## src/rtl/frame_align_pkg.sv

```systemverilog
package frame_align_pkg;
  localparam int unsigned OFS_W = 12;
  localparam int unsigned N_SIG = 2;  // 0: frame, 1: eval

  typedef enum logic [2:0] {
    ST_IDLE,
    ST_ARM,
    ST_COUNT,
    ST_TAIL,
    ST_DONE
  } meas_state_e;
endpackage

```

## src/rtl/fa_edge_sel.sv

```systemverilog
module fa_edge_sel (
  input  logic clk_i,
  input  logic rst_ni,
  input  logic sig_i,
  input  logic rise_sel_i,
  output logic edge_o
);
  logic sig_q;

  always_ff @(posedge clk_i or negedge rst_ni) begin
    if (!rst_ni) sig_q <= 1'b0;
    else         sig_q <= sig_i;
  end

  assign edge_o = rise_sel_i ? (sig_i & ~sig_q) : (~sig_i & sig_q);

  // an edge is seen in one cycle only, unless the polarity is switched
  assert_edge_once_R3: assert property (@(posedge clk_i) disable iff (!rst_ni)
    edge_o |=> (!edge_o || !$stable(rise_sel_i)));
endmodule

```

## src/rtl/fa_sat_cnt.sv

```systemverilog
module fa_sat_cnt #(
  parameter int unsigned W = 12
) (
  input  logic         clk_i,
  input  logic         rst_ni,
  input  logic         load_i,
  input  logic         inc_i,
  output logic [W-1:0] cnt_o
);
  localparam logic [W-1:0] CntMax = {W{1'b1}};
  localparam logic [W-1:0] CntOne = W'(1);

  logic [W-1:0] cnt_q;

  always_ff @(posedge clk_i or negedge rst_ni) begin
    if (!rst_ni)                      cnt_q <= '0;
    else if (load_i)                  cnt_q <= CntOne;
    else if (inc_i && cnt_q != CntMax) cnt_q <= cnt_q + CntOne;
  end

  assign cnt_o = cnt_q;

  assert_no_wrap_R6: assert property (@(posedge clk_i) disable iff (!rst_ni)
    (cnt_q == CntMax && !load_i) |=> cnt_q == CntMax);
endmodule

```

## src/rtl/fa_ctrl.sv

```systemverilog
module fa_ctrl
  import frame_align_pkg::*;
#(
  parameter int unsigned W = 12
) (
  input  logic         clk_i,
  input  logic         rst_ni,
  input  logic         start_i,
  input  logic         ref_edge_i,
  input  logic         cmp_edge_i,
  input  logic [W-1:0] cnt_i,
  output logic         load_o,
  output logic         inc_o,
  output logic         done_o,
  output logic [W-1:0] offset_o
);
  meas_state_e state_q;
  logic [W-1:0] meas_q;    // captured count, published at completion
  logic [W-1:0] offset_q;
  logic         done_q;

  assign load_o = (state_q == ST_ARM) && ref_edge_i;
  assign inc_o  = (state_q == ST_COUNT);

  always_ff @(posedge clk_i or negedge rst_ni) begin
    if (!rst_ni) begin
      state_q  <= ST_IDLE;
      meas_q   <= '0;
      offset_q <= '0;
      done_q   <= 1'b0;
    end else if (!start_i) begin
      state_q <= ST_IDLE;
      done_q  <= 1'b0;
    end else begin
      unique case (state_q)
        ST_IDLE: state_q <= ST_ARM;
        ST_ARM: if (ref_edge_i) begin
          if (cmp_edge_i) begin
            meas_q  <= '0;
            state_q <= ST_TAIL;
          end else begin
            state_q <= ST_COUNT;
          end
        end
        ST_COUNT: begin
          if (ref_edge_i) begin
            offset_q <= cnt_i;
            done_q   <= 1'b1;
            state_q  <= ST_DONE;
          end else if (cmp_edge_i) begin
            meas_q  <= cnt_i;
            state_q <= ST_TAIL;
          end
        end
        ST_TAIL: if (ref_edge_i) begin
          offset_q <= meas_q;
          done_q   <= 1'b1;
          state_q  <= ST_DONE;
        end
        ST_DONE: state_q <= ST_DONE;
        default: state_q <= ST_IDLE;
      endcase
    end
  end

  assign done_o   = done_q;
  assign offset_o = offset_q;

  assert_clear_drops_done_R8: assert property (@(posedge clk_i) disable iff (!rst_ni)
    !start_i |=> !done_o);
  assert_offset_held_R9: assert property (@(posedge clk_i) disable iff (!rst_ni)
    !$stable(offset_o) |-> $rose(done_o));
  assert_done_on_frame_R2: assert property (@(posedge clk_i) disable iff (!rst_ni)
    $rose(done_o) |-> $past(ref_edge_i));
endmodule

```

## src/rtl/frame_align_meter.sv

```systemverilog
module frame_align_meter
  import frame_align_pkg::*;
#(
  parameter int unsigned W = OFS_W
) (
  input  logic         clk_i,
  input  logic         rst_ni,
  input  logic         frame_i,
  input  logic         eval_i,
  input  logic         start_i,
  input  logic         rise_mode_i,
  output logic         done_o,
  output logic [W-1:0] offset_o
);
  logic [N_SIG-1:0] raw;
  logic [N_SIG-1:0] edg;
  logic [W-1:0]     cnt;
  logic             load;
  logic             inc;

  assign raw = {eval_i, frame_i};

  for (genvar g = 0; g < N_SIG; g++) begin : g_det
    fa_edge_sel u_det (
      .clk_i      (clk_i),
      .rst_ni     (rst_ni),
      .sig_i      (raw[g]),
      .rise_sel_i (rise_mode_i),
      .edge_o     (edg[g])
    );
  end

  fa_sat_cnt #(.W(W)) u_cnt (
    .clk_i  (clk_i),
    .rst_ni (rst_ni),
    .load_i (load),
    .inc_i  (inc),
    .cnt_o  (cnt)
  );

  fa_ctrl #(.W(W)) u_ctrl (
    .clk_i      (clk_i),
    .rst_ni     (rst_ni),
    .start_i    (start_i),
    .ref_edge_i (edg[0]),
    .cmp_edge_i (edg[1]),
    .cnt_i      (cnt),
    .load_o     (load),
    .inc_o      (inc),
    .done_o     (done_o),
    .offset_o   (offset_o)
  );
endmodule

```

## config.mk

```make
export PLATFORM = sky130hd
export DESIGN_NAME = frame_align_meter
export DESIGN_NICKNAME = d
export VERILOG_FILES = /design/src/rtl/frame_align_pkg.sv /design/src/rtl/fa_edge_sel.sv /design/src/rtl/fa_sat_cnt.sv /design/src/rtl/fa_ctrl.sv /design/src/rtl/frame_align_meter.sv
export SDC_FILE = /design/constraint.sdc
export NUM_CORES = 1
export LEC_CHECK = 0
export BUFFER_PORTS_ARGS = -buffer_cell sky130_fd_sc_hd__buf_2
export CORE_UTILIZATION = 40
export DETAILED_ROUTE_END_ITERATION = 16
export PLACE_DENSITY_LB_ADDON = 0.12
export SETUP_SLACK_MARGIN = 0.15
export SYNTH_ARGS = -nofsm -noshare
export SYNTH_HDL_FRONTEND = slang
export SYNTH_SLANG_ARGS = --single-unit
export TNS_END_PERCENT = 10
```

## constraint.sdc

```tcl
create_clock -name clk_i -period 2.8 [get_ports clk_i]
set_clock_uncertainty 0.2 [all_clocks]
set_input_delay 0.56 -clock clk_i [delete_from_list [all_inputs] [get_ports clk_i]]
set_output_delay 0.56 -clock clk_i [all_outputs]
set_load 0.005 [all_outputs]
```

# Yosys cells after proc, flatten, opt, wreduce, memory -nomap -nowiden
# Cells that the tools add are included.
# totals
register_bits,42
in_bits,6
word_cells,65
# classes
add_sub_neg,1
eq_ne,16
n_mux,22
n_bitwise,8
reduce_logical,11
# ops
op,count
$mux 12,8
$pmux 12 s2,2
$mux 3,5
$pmux 3 s5,1
$add 12x1->12 const B,1
$ne 12x12->1 const B,1
$ne 2x1->1 const B,4
$ne 2x2->1 const B,4
$eq 3x2->1 const B,2
$mux 1,6
$ne 3x2->1 const B,2
$reduce_and 6->1,1
$reduce_bool 2->1,3
$and 1x1->1,4
$ne 4x3->1 const B,1
$not 1->1,4
$reduce_and 4->1,1
$eq 3x1->1 const B,1
$eq 3x3->1 const B,1
$logic_not 3->1,1
$reduce_and 3->1,1
$logic_and 1x1->1,2
$reduce_and 2->1,1
$reduce_or 2->1,1

# Depth between registers and ports, before layout
# logic_depth
depth_word,7
depth_mapped,6
depth_no_buf,5

# Cells and area by module
# From an unflattened synthesis, not the netlist that was laid out.
# unflattened
cells_unflattened,203
area_unflattened_um2,2123.3
# modules_own_cells
mod,n_inst,cells_per_inst,area_each_um2,seq_area_each_um2
fa_ctrl,1,125,1311.3,700.7
fa_sat_cnt,1,70,716.9,300.3
fa_edge_sel,2,4,47.5,25.0

# Worst setup path after synthesis
# OpenSTA, ideal clock, no wires.
# synth_path
path_type,in2reg
startpoint,input rise_mode_i
endpoint,register u_ctrl.meas_q[10]
arrival_time_ns,1.926
required_ns,2.479
setup_slack_ns,0.553
stages,6
path_cell_list,or3b_1 clkbuf_1 a21o_1 a211o_1 clkbuf_1 a22o_1
# synth_via
elab_chain_len,3
elab_cells_between_ends,7
cone_classes,eq/ne: 4; mux: 2; reduce/logical: 1
# synth_lines
item,line_no,text
from (decl),frame_align_meter.sv:11,"input logic rise_mode_i,"
$mux 1,fa_edge_sel.sv:15,assign edge_o = rise_sel_i ? (sig_i & ~sig_q) : (~sig_i & sig_q);
$ne 2x1->1 (no line) / $ne 2x2->1 (equally long branches),n/a,
$reduce_and 6->1 (no line) (*),n/a,
to (signal assigned),fa_ctrl.sv:51,meas_q <= cnt_i;
to (decl),fa_ctrl.sv:18,logic [W-1:0] meas_q;
# Mark *: on every way between the ends. The rest lies on a longest branch, timed or not.
# A chain may end at the register's enable or synchronous reset.

# Final worst setup path
# layout_path
startpoint,register u_ctrl.state_q[1]
endpoint,register u_cnt.cnt_q[11] (netlist: u_cnt.cnt_o[11])
# layout_via
elab_chain_len,3
elab_cells_between_ends,6
cone_classes,eq/ne: 2; mux: 1; reduce/logical: 3
# layout_lines
item,line_no,text
from (decl),fa_ctrl.sv:17,meas_state_e state_q;
from (signal assigned),fa_ctrl.sv:27,state_q <= ST_IDLE;
from (signal assigned),fa_ctrl.sv:32,state_q <= ST_IDLE;
from (signal assigned),fa_ctrl.sv:36,ST_IDLE: state_q <= ST_ARM;
$eq 3x1->1 / $eq 3x2->1 (equally long branches),"fa_ctrl.sv:22, fa_ctrl.sv:23",
$logic_and 1x1->1 (on tied branches),"fa_ctrl.sv:22, fa_sat_cnt.sv:18",
$mux 12 / $reduce_bool 2->1 (equally long branches),n/a,
to (signal assigned),fa_sat_cnt.sv:17,else if (load_i) cnt_q <= CntOne;
to (signal assigned),fa_sat_cnt.sv:18,else if (inc_i && cnt_q != CntMax) cnt_q <= cnt_q + CntOne;
to (decl),fa_sat_cnt.sv:13,logic [W-1:0] cnt_q;
# Parallel ways exist; a longest one is shown, timed or not.

==> reports/metrics.yaml <==
status:
  status: "finished, final reports clean"
floorplanning:
  die_w_microns: 72.3
  die_y_microns: 72.3
  row_count: 25
  die-area_sq_um: 5220
  initial_core_util_pct: 41.8
  core_area_sq_um: 4720
  io_pins: 19
sta:
  min_period_ps: 2250
  setup_tns_ps: 0
  max_freq_mhz: 445
  final.period_utilization_pct: 80.2
  rsz0062_at_grt: "no"
  drv_slew: 0
  slew_headroom_pct: 38.5
  hold_viol: 0
  worst_pin_slew_ps: 923
  setup_viol: 0
layout:
  fin_cells: 274
  nFillCells: 469
  final_nets: 213
  final-seq-area_sq_um: 1050
  drive_gt1_share_pct: 15.9
  synthToLayoutAreaGrowth_pct: 12.8
  num_antenna_cells: 0
  multi_input_area_sq_um: 875
worst_hold_path:
  min_path_cells: 1
  holdPathEnd: "g_det[0].u_det.sig_q"
  hold_path.class: "primary input to flip-flop"
  hold_start: "frame_i"
synth:
  synth_area_per_cell_sq_um: 10.5
  synth_edf_count: 0
  ys_ff_latch: 42
  ys.flop_type: "dfrtp_1"
  synthArstFlopShare_pct: 100
  yosysTopAreaCell: "dfrtp_1"
  syn_inst: 188
  syn_nets: 195
  synth.distinct_cells: 40
  synth_area_leaders: "dfrtp_1, mux2i_1, a21oi_1"
  synth_top_area_share_pct: 53.2
  synth_area_sq_um: 1980
  yosys_warnings: 0
  ys_seq_area_share_pct: 53.2
run:
  drv_cap: 0
clocking:
  clock_sinks: 42
  clk_latency_ps: 290
  cts.reportedPaths.clkPinSlew_ps: 80
  cts_resized: 0
  tritoncts: "built"
  cts_buffers: 5
  cts-root-buf: "clkbuf_8"
  h-tree-depth: 2
  postCtsSetupBuffers: 0
  hold_buffers: 0
  cts_buffer_depth: 2
worst_setup_path:
  ff2ff_path_depth: 4
  cp_max_fo: 9
  cp.arrival_ps: 2260
  start_kind: "flip-flop"
  reg2reg_slack_ps: 550
  crit-reg2reg-launch: "u_ctrl.state_q[1]"
  r2r-end: "u_cnt.cnt_o[11]"
  critical_path_class: "flip-flop to flip-flop"
  critical_path_required_ps: 2820
  endpoint_kind: "flip-flop"
grt:
  antenna_found_initial: 0
  grt_pass1_wl_microns: 6980
  grt_pass1_vias: 1440
  grt-ovfl-total: 0
  grt_max_degree: 43
  grtUsageTotal_pct: 17.5
power:
  powerDensity_nw_per_um2: 620
  ir_drop_mv: 0.285
  p_leak_nw: 1.07
placed_design:
  dp_cells: 266
  gp_congestion: 0.831
  detailed_place_hpwl_microns: 2810
  port_buffers: 18
routing:
  drtAntennaViolNets: 0
  first_iter_violations: 61
  vias: 1469
  first_pass_iters: 4
  viasPerCell: 5.36
  wl_per_cell_microns: 14.2
  drc: 0
  drt_wl_total_microns: 3900
==> cell families (layout without fill, tap and decap cells) <==
| family | count (synthesis) | after routing | synth area share [%] |
|---|---|---|---|
| fa+ha+maj | 1 | 1 | 0.633 |
| flops | 42 | 42 | 53.2 |
| buf+inv | 13 | 32 | 2.72 |
| compound gates | 51 | 51 | 17.5 |
| simple gates | 65 | 65 | 17.8 |
| mux | 16 | 16 | 8.11 |
==> per-layer routing <==
metal / up-vias / global-route usage (%) / wire [microns]
met3: 6 / 4.58 / 129
met5: - / 0 / 0
met1: 705 / 23.8 / 1980
met4: 0 / 5.23 / 53
met2: 29 / 27.4 / 1730
li1: 729 / - / -
==> state kept, by name, indices dropped and copies added (netlist names) <==
name and cells:
u_ctrl.state_q 3, u_ctrl.offset_o 12, u_cnt.cnt_o 12, u_ctrl.meas_q 12, u_ctrl.done_o 1, g_det.u_det.sig_q 2
==> report_power, final <==
group / internal, mW / leakage (nW) / switching (mW) / total, mW
logic: 0.113 / 0.466 / 0.112 / 0.225
clock network: 0.199 / 0.0482 / 0.196 / 0.395
registers: 0.693 / 0.558 / 0.0675 / 0.760
total: 1.00 / 1.07 / 0.376 / 1.38
==> stage by stage <==
stage	hold slack, ps	setup WS, ps	instance area [sq um]	util [%]	total power, mW
detailed placement	267	413	2140	45.2	1.00
global placement	257	445	2140	45.2	0.994
CTS	187	562	2230	47.2	1.40
global route	182	393	2230	47.2	1.48
finish	197	554	2230	47.2	1.38
floorplan	64.4	553	1980	-	0.893
==> placed cells by master, fill, tap and decap left out, types with 2 or more instances in the layout <==
cell type and count:
buf_4 4, or4_1 2, and3_1 2, a311oi_1 2, dfrtp_1 42, nor3b_1 2, nand4_1 4, a22o_1 12
o21ai_0 3, o31ai_1 4, nand3b_1 2, nand2b_1 3, nor2_1 19, inv_1 2, nor4_1 2, or3_1 3
a21o_1 2, nand3_1 3, a21oi_1 20, buf_2 18, nand2_1 11, mux2i_1 16, clkbuf_8 6, nor2b_1 2
nor3_1 3, a211o_1 2
==> synthesized netlist by cell type (4+ instances only) <==
library cell / number
a21oi_1: 21
a22o_1: 12
clkbuf_1: 8
dfrtp_1: 42
mux2i_1: 16
nand2_1: 11
nand4_1: 4
nor2_1: 19
o31ai_1: 4
==> critical path, cell delays in order (launching register included) <==
cell and delay (ps):
dfrtp_1 480, or3b_4 440, or3_4 400, or4_1 500, a21oi_1 150
==> worst max path at each step <==
stage | from | end | depth (start not counted)
finish | u_ctrl.state_q[1] | u_cnt.cnt_o[11] | 4
global route | u_cnt.cnt_o[8] | u_cnt.cnt_o[2] | 4
CTS | u_ctrl.state_q[1] | u_cnt.cnt_o[11] | 4
detailed placement | rise_mode_i | u_ctrl.meas_q[10] | 5
global placement | rise_mode_i | u_ctrl.meas_q[5] | 5
floorplan | rise_mode_i | u_ctrl.meas_q[10] | 6
==> area by class of cell <==
cell class                 count  area share [%]
timing repair buffer          22            5.39
sequential                    42            47.2
clock inverter                 1           0.225
multi-input combinational    133            39.2
clock buffer                   7            3.87
inverter                       2           0.337
tap                           67            3.76
No activity file was read; power rests on OpenSTA's default activity.
